$ cat src/rtl/dma_arb_pkg.sv
package dma_arb_pkg;

  typedef enum logic [2:0] {
    ST_IDLE     = 3'd0,
    ST_WAIT_END = 3'd1,
    ST_GRANTED  = 3'd2,
    ST_ACTIVE   = 3'd3,
    ST_REL_ACK  = 3'd4
  } arb_state_e;

endpackage

$ cat src/rtl/dma_arb_fsm.sv
module dma_arb_fsm
  import dma_arb_pkg::*;
(
  input  logic       clk,
  input  logic       rst_n,
  input  logic       req_i,
  input  logic       busy_i,
  input  logic       gnt_ack_i,
  input  logic       release_i,
  output arb_state_e state_o,
  output logic       gnt_o,
  output logic       rel_ack_o,
  output logic       hold_o,
  output logic       oe_o,
  output logic       tenure_o
);

  arb_state_e state_q, state_d;

  always_comb begin
    state_d = state_q;
    unique case (state_q)
      ST_IDLE:     if (req_i) state_d = ST_WAIT_END;
      ST_WAIT_END: begin
        if (!req_i)       state_d = ST_IDLE;
        else if (!busy_i) state_d = ST_GRANTED;
      end
      ST_GRANTED: begin
        if (!req_i)         state_d = ST_IDLE;
        else if (gnt_ack_i) state_d = ST_ACTIVE;
      end
      ST_ACTIVE:   if (release_i)  state_d = ST_REL_ACK;
      ST_REL_ACK:  if (!release_i) state_d = ST_IDLE;
      default:     state_d = ST_IDLE;
    endcase
  end

  always_ff @(posedge clk or negedge rst_n) begin
    if (!rst_n) state_q <= ST_IDLE;
    else        state_q <= state_d;
  end

  assign state_o   = state_q;
  assign gnt_o     = (state_q == ST_GRANTED) || (state_q == ST_ACTIVE);
  assign rel_ack_o = (state_q == ST_REL_ACK);
  assign hold_o    = (state_q != ST_IDLE);
  assign oe_o      = (state_q == ST_IDLE) || (state_q == ST_WAIT_END);
  assign tenure_o  = (state_q == ST_ACTIVE);

  // an unacknowledged grant with the request gone falls back to idle
  assert_grant_withdraw_R5: assert property (@(posedge clk) disable iff (!rst_n)
    (state_q == ST_GRANTED && !req_i) |=> (state_q == ST_IDLE));

  // release during tenure leads straight to the acknowledge phase
  assert_release_ack_R9: assert property (@(posedge clk) disable iff (!rst_n)
    (state_q == ST_ACTIVE && release_i) |=> (rel_ack_o && !gnt_o));

  // the tenure is only ever entered from the granted state
  assert_tenure_entry_R6: assert property (@(posedge clk) disable iff (!rst_n)
    $rose(tenure_o) |-> ($past(state_q) == ST_GRANTED));

endmodule

$ cat src/rtl/dma_snoop_capture.sv
module dma_snoop_capture #(
  parameter int ADDR_W = 16
) (
  input  logic              clk,
  input  logic              rst_n,
  input  logic              enable_i,
  input  logic              wr_i,
  input  logic [ADDR_W-1:0] addr_i,
  output logic              valid_o,
  output logic [ADDR_W-1:0] addr_o
);

  logic wr_q;
  logic take;

  assign take = enable_i && wr_i && !wr_q;

  always_ff @(posedge clk or negedge rst_n) begin
    if (!rst_n) begin
      wr_q    <= 1'b0;
      valid_o <= 1'b0;
      addr_o  <= '0;
    end else begin
      wr_q    <= wr_i;
      valid_o <= take;
      if (take) addr_o <= addr_i;
    end
  end

  // a report never lasts two clocks
  assert_single_pulse_R10: assert property (@(posedge clk) disable iff (!rst_n)
    valid_o |=> !valid_o);

  // reports only follow strobes seen inside an acknowledged tenure
  assert_snoop_in_tenure_R8: assert property (@(posedge clk) disable iff (!rst_n)
    $rose(valid_o) |-> $past(enable_i && wr_i));

  // the reported address stays put between reports
  assert_addr_stable_R7: assert property (@(posedge clk) disable iff (!rst_n)
    !valid_o |-> $stable(addr_o));

endmodule

$ cat src/rtl/dma_bus_arbiter.sv
module dma_bus_arbiter
  import dma_arb_pkg::*;
#(
  parameter int ADDR_W = 16
) (
  input  logic              clk,
  input  logic              rst_n,
  input  logic              cpu_cycle_busy,
  input  logic              dma_req,
  input  logic              dma_gnt_ack,
  input  logic              dma_release,
  input  logic              dev_wr_strobe,
  input  logic [ADDR_W-1:0] dev_addr,
  output logic              dma_gnt,
  output logic              dma_rel_ack,
  output logic              cpu_hold,
  output logic              cpu_bus_oe,
  output logic              snoop_valid,
  output logic [ADDR_W-1:0] snoop_addr
);

  arb_state_e state;
  logic       tenure;

  dma_arb_fsm u_fsm (
    .clk       (clk),
    .rst_n     (rst_n),
    .req_i     (dma_req),
    .busy_i    (cpu_cycle_busy),
    .gnt_ack_i (dma_gnt_ack),
    .release_i (dma_release),
    .state_o   (state),
    .gnt_o     (dma_gnt),
    .rel_ack_o (dma_rel_ack),
    .hold_o    (cpu_hold),
    .oe_o      (cpu_bus_oe),
    .tenure_o  (tenure)
  );

  dma_snoop_capture #(.ADDR_W(ADDR_W)) u_snoop (
    .clk      (clk),
    .rst_n    (rst_n),
    .enable_i (tenure),
    .wr_i     (dev_wr_strobe),
    .addr_i   (dev_addr),
    .valid_o  (snoop_valid),
    .addr_o   (snoop_addr)
  );

  // grant rises only after an edge that saw the processor idle
  assert_grant_after_cycle_R2: assert property (@(posedge clk) disable iff (!rst_n)
    $rose(dma_gnt) |-> $past(!cpu_cycle_busy && dma_req));

  // the processor is held whenever the device owns the bus
  assert_hold_during_grant_R3: assert property (@(posedge clk) disable iff (!rst_n)
    (dma_gnt || dma_rel_ack) |-> cpu_hold);

  // processor drivers stay floated while the bus is handed over
  assert_drivers_off_R4: assert property (@(posedge clk) disable iff (!rst_n)
    (dma_gnt || dma_rel_ack) |-> !cpu_bus_oe);

  // leaving release-acknowledge returns control to the processor
  assert_return_idle_R9: assert property (@(posedge clk) disable iff (!rst_n)
    $fell(dma_rel_ack) |-> (cpu_bus_oe && !cpu_hold && state == ST_IDLE));

endmodule

$ cat config.mk
export PLATFORM = sky130hd
export DESIGN_NAME = dma_bus_arbiter
export DESIGN_NICKNAME = d
export VERILOG_FILES = /design/src/rtl/dma_arb_pkg.sv /design/src/rtl/dma_arb_fsm.sv /design/src/rtl/dma_snoop_capture.sv /design/src/rtl/dma_bus_arbiter.sv
export SDC_FILE = /design/constraint.sdc
export NUM_CORES = 1
export LEC_CHECK = 0
export BUFFER_PORTS_ARGS = -buffer_cell sky130_fd_sc_hd__buf_2
export CAP_MARGIN = 10
export CORE_UTILIZATION = 44
export DETAILED_ROUTE_END_ITERATION = 6
export PLACE_DENSITY = 0.79
export SYNTH_ARGS = -nofsm -noshare
export SYNTH_HDL_FRONTEND = slang
export SYNTH_SLANG_ARGS = --single-unit
$ cat constraint.sdc
create_clock -name clk -period 1.78 [get_ports clk]
set_input_delay 0.356 -clock clk [delete_from_list [all_inputs] [get_ports clk]]
set_output_delay 0.356 -clock clk [all_outputs]
set_load 0.03 [all_outputs]
# Word level (Yosys, flattened, before mapping)

Cells that the tools add are included.

Register bits after elaboration: 21
Bits in latches: 0
Memory bits (writable): 0
ROM bits: 0
Input port bits: 23
Output and inout port bits: 21
Word-level logic and storage cells: 29
Memories kept: 0

$add $sub $neg: 0
$mul: 0
Div/mod/pow operators: 0
Magnitude comparators: 0
Eq/ne operators: 9
Shift-type cells: 0
Mux-type cells: 8
Bitwise gates (word level): 0
Reduce and logical (&&, ||, !) cells: 8

Operators by type and width:

| kind                                           | number |
|---|---|
| two-way mux 3 bit                              | 7 |
| case mux 3 bit (5 select lines)                | 1 |
| == test 3 x 2 -> 1 bit (second input constant) | 2 |
| inequality test 2 bit (second input constant)  | 3 |
| inequality test 3 bit (second input constant)  | 2 |
| AND reduction 5 bit                            | 1 |
| == test 3 x 1 -> 1 bit (second input constant) | 1 |
| == test 3 bit (second input constant)          | 1 |
| zero test 3 bit                                | 1 |
| nonzero test 3 bit                             | 1 |
| logical AND 1 bit                              | 2 |
| logical OR 1 bit                               | 2 |
| zero test 1 bit                                | 1 |

# Logic depth before layout (Yosys ltp)

Gate-level depths: netlist of run 1.

Depth in word-level cells: 3
Gate-level depth with buffers: 4
Gate-level depth less buffers: 3

# Hierarchy

A second synthesis of run 1 with hierarchy kept.

Cells, all modules: 56
Area total of the unflattened synthesis: 897.1 um^2

By module, submodules not included:

| module            | times used | cells each | area an instance (um^2) | seq. area each (um^2) |
|---|---|---|---|---|
| dma_snoop_capture | 1          | 37         | 699.4                   | 450.4 |
| dma_arb_fsm       | 1          | 19         | 197.7                   | 75.1 |

# Least setup slack after synthesis of run 1

OpenSTA, ideal clock, no wires.

Path kind: flip-flop to output port
Start point: register u_fsm.state_q[2], in the netlist u_fsm.state_o[2]
End point: output port dma_rel_ack
Data arrival time: 1.255 ns
Required time: 1.424 ns
Setup slack: 0.169 ns
Cell stages (with the launch flop): 2
Buffers on the path: 0
Path through: dfrtp_1 > nor3b_1

Word-level cells in the longest chain between the ends: 1

RTL lines:

| what                   | RTL line              | RTL |
|---|---|---|
| start, declared        | dma_arb_fsm.sv:18     | `arb_state_e state_q, state_d;` |
| start signal, assigned | dma_arb_fsm.sv:40     | `else state_q <= state_d;` |
| == test 3 bit          | dma_arb_fsm.sv:45     | `assign rel_ack_o = (state_q == ST_REL_ACK);` |
| end, declared          | dma_bus_arbiter.sv:15 | `output logic dma_rel_ack,` |

No other way between the ends.

# Worst setup path in the final report of run 1

Start point: register u_fsm.state_q[1], in the netlist u_fsm.state_o[1]
End point: output port cpu_hold

Word-level cells in the longest chain between the ends: 1

RTL lines:

| what               | RTL line              | RTL |
|---|---|---|
| nonzero test 3 bit | dma_arb_fsm.sv:46     | `assign hold_o = (state_q != ST_IDLE);` |
| end, declared      | dma_bus_arbiter.sv:16 | `output logic cpu_hold,` |

No other way between the ends.

==> metrics.txt, run 1 <==
Critical Path Sink=cpu_hold; crit path kind=reg2out; LEAKAGE=0.5927 nW; diodes inserted=0; core area=1802 sq um; starting DRC count in detailed routing=7; synth top area cells=dfrtp_1 60%, mux2_4 15%, mux2_2 8.9%, nor4b_4 2.7%, buf_8 1.7%; initial antenna violation count=0; Pre-Repair DR Iteration Count=4; nets=127; commonest cells after routing, fill and taps aside=43 x buf_2, 21 x dfrtp_1, 9 x mux2_4; type of origin of the critical path=register; Via density=4.789; unrepaired setup endpoints after global routing=false; YS warnings=0; later-pin clock latency in the skew report=0.29 ns; die area=2188 sq um; Crit-path slowest cell=dfrtp_1; H-tree depth=1; Post-Syn Area=882.1 sq um; Finished Cell Area=1155 sq um; slack of the critical path=0.1112 ns; clk root buf=clkbuf_4; slowest stage delay, CP=0.46 ns; Final setup viols=0; post-CTS setup buffers=0; Multi-input gate area=341.6 sq um; crit path launch=u_fsm.state_o[1]; Clock Sinks=21; die extent in x=46.78 microns; PortBufs=43; Num CTS Buffers=3; total gr overflow=0; first-pass GRT wire length=2228 microns; VDD IR-drop max=833.2 uV; area share of the largest cell type after synthesis=59.57%; initial core utilization=48.96%; routed vias=613; crit-path cells=or3_1 > buf_2; Worst Tran Pin Value=0.4467 ns; Die Height=46.78 microns; routability congestion estimate=0.6884; Hold/Removal Path Class=in2async; total global-route track usage=14.31%; I/O Pins=44; worst reg2reg path endpoint=u_snoop.addr_o[8]; worst relative slew slack=70.22%; Tcrit/Tclk final=93.75%; post-synthesis sequential area ratio=59.57%; critical path peak fanout=8; commonest non-fill, non-tap cell in the layout=buf_2; worst hold slack=-0.001457 ns; TritonCTS clock tree=done; Finished Layout Cells=128; Sum Neg Setup Slack=0 ns; Post-Syn Instances=55; clock-pin slew on the worst setup and hold paths=0.11 ns; PwrDens=1831 nW/um^2; crit path capture type=output pin; routed wire length=1561 microns; vias in the first global route=513; Worst EP arrival=1.31 ns; Final min period=1.669 ns; hold-fix buffer count after cts=0; CP required=1.42 ns; FILL cells=161; reg2reg start=u_fsm.state_o[0]; Routed Antenna Nets=0; Setup Skew=0.001545 ns; dpl cell area=1129 sq um; synth unique cells=20; reg2reg path depth=4; dpl cells=124; Place WS=0.3021 ns; FF+latch count, synth=21; number of cell rows=15; f_max=599.2 MHz; R2R setup slack=0.27 ns; Seq. cell area=525.5 sq um; max cap viols=0; syn_nets=78; post-synth top area cell=dfrtp_1; post-cts resize count=0; final hold vios=14; failing checks=negative hold slack; Avg WL per Cell=12.20 microns; largest net degree at the start of global routing=22; Area growth syn-to-layout=30.92%; Syn Area/Cell=16.04 sq um; final slew viol count=0; share of layout cells above drive strength 1=66.02%; Max Buffers Root-to-Sink=2; # DRC=0; status=complete, but fails checks
==> cell type report <==
cell class,count,area share (%)
clock buffer,4,2.275
multi-input combinational,33,29.58
sequential,21,45.50
tap,25,2.709
timing repair buffer,45,19.93
==> where the power goes <==
group / total (W) / internal [W] / switching [W]
logic: 0.00108 / 0.000426 / 0.000651
registers: 0.000822 / 0.000681 / 0.000141
clock network: 0.000214 / 0.0000869 / 0.000127
==> cells in the mapped netlist, drive strengths merged <==
library cell  number
a21oi              1
a31oi              1
and2               1
buf                1
dfrtp             21
mux2              16
nand2              2
nand3b             2
nor2               1
nor2b              1
nor3b              1
nor4b              1
o211ai             1
o21a               1
or2                1
or2b               1
or3                1
or3b               1
==> worst min path at each step <==
stage | endpoint | from | slack (ns)
finish | u_snoop.addr_o[9] | rst_n | -0.001
global route | u_snoop.addr_o[12] | rst_n | 0.03
CTS | u_snoop.addr_o[15] | rst_n | 0.008
detailed placement | u_snoop.addr_o[15] | rst_n | 0.33
global placement | u_snoop.addr_o[12] | rst_n | 0.33
floorplan | u_fsm.state_o[0] | rst_n | 0.06
==> registers in the layout, indices dropped and copies added, names as in the netlist <==
name / cells
u_snoop.addr_o: 16
u_fsm.state_o: 3
u_snoop.wr_q: 1
u_snoop.valid_o: 1
==> through the flow <==
| step | utilization, % | hold slack, ns | total power [W] |
|---|---|---|---|
| global placement | 62.64 | 0.3260 | 0.001895 |
| detailed placement | 62.64 | 0.3314 | 0.001917 |
| global route | 64.10 | 0.03382 | 0.002228 |
| CTS | 64.10 | 0.008220 | 0.002134 |
| floorplan | - | 0.06041 | 0.001603 |
| finish | 64.10 | -0.001457 | 0.002114 |
==> logic make-up after synthesis <==
group | share of synthesized area, %
buffers and inverters | 1.702
AO/OA/AOI/OAI | 2.979
multiplexers | 24.26
AND/OR/NAND/NOR | 11.49
flip-flops | 59.57
==> layer usage <==
metal | part of all wire (%) | vias up | wire length [microns] | track usage (%)
met2 | 44 | 28 | 680 | 21.39
met1 | 50 | 293 | 783 | 21.14
met3 | 5.3 | 2 | 83 | 3.462
met5 | 0 | - | 0 | 0
li1 | - | 290 | - | -
met4 | 0.83 | 0 | 13 | 3.429
==> worst max-delay path: cells and delay by family, from the launching register on <==
kind,cells,cell delay [ns]
buffers and inverters,1,0.18
DFF,1,0.46
and+or+nand+nor,1,0.38
Note: power is estimated with default switching activity, not from simulation.
==> inputs of run 2 (changes only) <==
Settings changed: SYNTH_HIERARCHICAL set to 1.
==> metrics.txt, run 2 <==
synth unique cells=19; commonest cells after routing, fill and taps aside=42 x buf_2, 21 x dfrtp_1, 9 x mux2_4; diodes inserted=0; total global-route track usage=16.21%; Hold Path Stages=1; I/O Pins=44; Worst Tran Pin Value=0.4335 ns; Post-Syn Instances=56; Clock Sinks=21; routed vias=617; type of origin of the critical path=register; max FFs per register=16; Post-synth EDFFs=0; M1 WL=653 microns; Routed Antenna Nets=0; YS warnings=6; Die Height=47.16 microns; die extent in x=47.16 microns; FF+latch count, synth=21; count leader, synth=dfrtp_1; final hold vios=0; PwrDens=1861 nW/um^2; met2 wire len=894 microns; commonest non-fill, non-tap cell in the layout=buf_2; Worst EP arrival=1.36 ns; share of layout cells above drive strength 1=67.31%; later-pin clock latency in the skew report=0.29 ns; Area growth syn-to-layout=32.50%; vias in the first global route=607; Final min period=1.715 ns; number of cell rows=15; Syn Area/Cell=16.02 sq um; initial core utilization=49.28%; total gr overflow=0; Post-Syn Area=897.1 sq um; Pre-Repair DR Iteration Count=2; post-synth top area cell=dfrtp_1; Most used DFF post-synth=dfrtp_1; # DRC=0; asr flop ratio synth=100.0%; first-pass GRT wire length=2428 microns; initial antenna violation count=0; unrepaired setup endpoints after global routing=false; Num CTS Buffers=3; CP required=1.42 ns; synth top area cells=dfrtp_1 59%, mux2_4 15%, mux2_2 8.8%, buf_6 2.5%, nand3b_4 2.2%; slack of the critical path=0.06503 ns; Sum Neg Setup Slack=0 ns; Synth top cells by count=21 x dfrtp_1, 9 x mux2_4, 7 x mux2_2; clk root buf=clkbuf_4; Hold Path End=u_snoop/wr_q; area share of the largest cell type after synthesis=58.58%; crit path kind=reg2out; Tcrit/Tclk final=96.35%; starting DRC count in detailed routing=4; final slew viol count=0; Tot Pwr=0.002211 W; most flop-heavy register=u_snoop/addr_o; worst hold slack=0.2179 ns; Post-DP HPWL=1237 microns; worst reg2reg path endpoint=u_snoop/addr_o[0]; Hold/Removal Path Class=in2reg; post-synthesis sequential area ratio=58.58%; VDD IR-drop max=1039 uV; Place WS=0.2733 ns; routed wire length=1637 microns; R2R setup slack=0.22 ns; reg2reg path depth=5; core area=1821 sq um; crit path capture type=output pin; routability congestion estimate=0.6704; worst relative slew slack=71.10%; clock-pin slew on the worst setup and hold paths=0.11 ns; syn_nets=79; H-tree depth=1; critical path peak fanout=8; max cap viols=0; LEAKAGE=0.6740 nW; Avg WL per Cell=12.69 microns; TritonCTS clock tree=done; status=complete, no violations; Max Buffers Root-to-Sink=2; largest net degree at the start of global routing=22; die area=2224 sq um; Setup Skew=0.01011 ns; hold path startpoint=dev_wr_strobe; Via density=4.783; nets=128; met3 WL=76 microns; PortBufs=43; Final setup viols=0; top sig layer=met4; reg2reg start=u_fsm/state_o[1]; f_max=583.1 MHz
-- run 2: layer usage --
| layer | global-route usage [%] | up-vias |
|---|---|---|
| met1 | 18.80 | 296 |
| li1 | - | 294 |
| met2 | 28.61 | 25 |
| met4 | 8.571 | 0 |
| met5 | 0 | - |
| met3 | 2.692 | 2 |
-- run 2: timing repair --
item | CTS | global route
buffers inserted | 0 | 1
endpoints found under the hold margin | 12 | 0
setup endpoints to repair | 0 | 1
hold buffers | 1 | 0
gates resized for setup | 0 | 5
-- run 2: worst max-delay path by stage --
stage | from | end | slack, ns | depth (start not counted)
3_3_place_gp | u_fsm/state_o[2] | u_snoop/addr_o[5] | 0.34 | 4
6_report | u_fsm/state_o[1] | cpu_hold | 0.07 | 3
4_1_cts | u_fsm/state_o[1] | cpu_hold | 0.001 | 3
5_1_grt | u_fsm/state_o[1] | cpu_hold | 0.01 | 3
2_1_floorplan | u_fsm/state_o[1] | u_snoop/addr_o[10] | 0.20 | 6
3_5_place_dp | u_fsm/state_o[2] | u_snoop/addr_o[5] | 0.27 | 4
-- run 2: worst max-delay path, cell delays in order, from the launching register on --
cell     delay [ns]
dfrtp_1        0.41
buf_6          0.14
or3_4          0.38
buf_6          0.15
-- run 2: stage by stage --
step	utilization, %	instances	cell area [sq um]
global placement	61.99	123	1129
global route	65.29	129	1189
detailed placement	61.99	123	1129
floorplan	-	56	897.1
finish	65.29	129	1189
CTS	64.05	128	1166
-- run 2: cells by family after synthesis --
kind of cell	synth area share, %
muxes	23.85
DFF	58.58
AOI/OAI and AO/OA	5.022
and+or+nand+nor	9.623
buffers and inverters	2.928
-- run 2: final cells by class --
type,instances,area [sq um]
clock buffer,3,22.52
clock inverter,1,5.005
fill,156,631.9
inverter,1,3.754
multi-input combinational,32,350.3
sequential,21,525.5
tap,25,31.28
timing repair buffer,46,250.2
-- run 2: report_power, final --
part	internal (W)	switching, W
sequential	0.000678	0.000131
combinational	0.000507	0.000684
clock	0.0000834	0.000129
total	0.00127	0.000944
==> inputs of run 3 (changes only) <==
Settings changed: CORE_UTILIZATION 44 to 45, CTS_BUF_LIST set to sky130_fd_sc_hd__clkbuf_4 sky130_fd_sc_hd__clkbuf_8, HOLD_SLACK_MARGIN set to 0.1, MAX_ROUTING_LAYER set to met4, PLACE_DENSITY 0.79 to 0.81.
==> metrics.txt, run 3 (synthesis results as in run 2) <==
Place WS=0.1857 ns; worst relative slew slack=70.81%; VDD IR-drop max=969.8 uV; Worst Tran Pin Value=0.4378 ns; crit path kind=reg2out; H-tree depth=1; commonest non-fill, non-tap cell in the layout=buf_2; status=complete, no violations; Clock power frac=10.8%; Int Pwr=0.001218 W; reg2reg start=u_fsm/state_o[1]; Critical Path Sink=cpu_hold; TritonCTS clock tree=done; max FFs per register=16; # DRC=0; CP required=1.42 ns; PortBufs=43; Tot Pwr=0.002135 W; vias in the first global route=567; crit path capture type=output pin; Area growth syn-to-layout=29.43%; most flop-heavy register=u_snoop/addr_o; Switching Fraction=42.94%; slack of the critical path=0.09848 ns; initial core utilization=49.79%; I/O Pins=44; Final setup viols=0; clk root buf=clkbuf_4; Final min period=1.682 ns; Via density=4.701; dpl cell area=1121 sq um; critical path peak fanout=9; total global-route track usage=15.96%; Finished Layout Cells=127; crit path launch=u_fsm/state_o[1]; f_max=594.7 MHz; share of layout cells above drive strength 1=65.69%; routability congestion estimate=0.6636; max cap viols=0; Pre-Repair DR Iteration Count=2; first-pass GRT wire length=2359 microns; later-pin clock latency in the skew report=0.29 ns; Avg WL per Cell=11.76 microns; Clock Sinks=21; largest net degree at the start of global routing=22; routed wire length=1493 microns; unrepaired setup endpoints after global routing=false; Hold/Removal Path Class=in2reg; Setup Skew=0.002831 ns; starting DRC count in detailed routing=5; R2R setup slack=0.19 ns; post-cts resize count=0; reg2reg path depth=4; Tcrit/Tclk final=94.47%; Die Height=46.65 microns; number of cell rows=15; die area=2176 sq um; Max Buffers Root-to-Sink=2; final slew viol count=0; commonest cells after routing, fill and taps aside=43 x buf_2, 21 x dfrtp_1, 9 x mux2_4; Psw=0.0009167 W; Worst EP arrival=1.33 ns; clock-pin slew on the worst setup and hold paths=0.10 ns; Sum Neg Setup Slack=0 ns; diodes inserted=0; routed vias=597; Num CTS Buffers=3; nets=126; die extent in x=46.65 microns; core area=1802 sq um; initial antenna violation count=0; post-CTS setup buffers=0; Comb pwr share=50.9%; dpl cells=122; Routed Antenna Nets=0; final hold vios=0; type of origin of the critical path=register; Sequential Power Share=38.3%; Finished Cell Area=1161 sq um; total gr overflow=0; worst reg2reg path endpoint=u_snoop/addr_o[3]; PwrDens=1838 nW/um^2; LEAKAGE=0.6607 nW
run 3: changes by cell type in the layout (fill, tap and decap cells not counted):
cell      delta
buf_4        -1
or3_4        -1
buf_2        +1
buf_6        -2
clkbuf_4     +1
clkinv_2     -1
or3_1        +1
run 3: critical path, cell delays in order, from the launching register on:
cell and delay (ns):
dfrtp_1 0.48, or3_1 0.39, buf_2 0.18
run 3: power groups by stage:
| stage | registers [W] | clock network [W] | logic [W] |
|---|---|---|---|
| after floorplan | 0.00115 | 0 | 0.000492 |
| after CTS | 0.000821 | 0.000235 | 0.00110 |
| after detailed placement | 0.000825 | 0 | 0.00110 |
| after global placement | 0.000823 | 0 | 0.00107 |
| after global routing | 0.000852 | 0.000250 | 0.00116 |
| final | 0.000818 | 0.000230 | 0.00109 |
run 3: layer usage:
layer	part of all wire [%]	GRT usage, %	wire length [microns]	vias to the layer above
met4	0.54	5.143	8	0
met5	0	-	0	-
li1	-	-	-	292
met2	48	24.17	724	27
met1	45	21.32	673	276
met3	5.8	3.529	87	2
run 3: repair_timing:
action | CTS | global route
setup endpoints to repair | 0 | 0
endpoints found under the hold margin | 21 | 0
hold buffers | 1 | 0
run 3: cell type report:
class	count	area [sq um]
Multi-Input combinational cell	32	345.3
Tap cell	25	31.28
Fill cell	151	640.6
Clock buffer	4	30.03
Timing Repair Buffer	44	225.2
Inverter	1	3.754
Sequential cell	21	525.5
run 3: how the worst min path moves through the flow:
stage	from	end	cells past startpoint	slack [ns]
after floorplan	rst_n	u_fsm/state_o[0]	0	0.06
after global placement	rst_n	u_snoop/addr_o[1]	1	0.32
after detailed placement	rst_n	u_snoop/addr_o[1]	1	0.33
after CTS	dev_wr_strobe	u_snoop/wr_q	1	0.22
after global routing	dev_wr_strobe	u_snoop/wr_q	1	0.22
final	dev_wr_strobe	u_snoop/wr_q	1	0.22
run 3: stage by stage:
step / util (%) / hold slack [ns]
2_1_floorplan: - / 0.06041
3_3_place_gp: 62.22 / 0.3207
3_5_place_dp: 62.22 / 0.3299
4_1_cts: 64.44 / 0.2229
5_1_grt: 64.44 / 0.2175
6_report: 64.44 / 0.2247
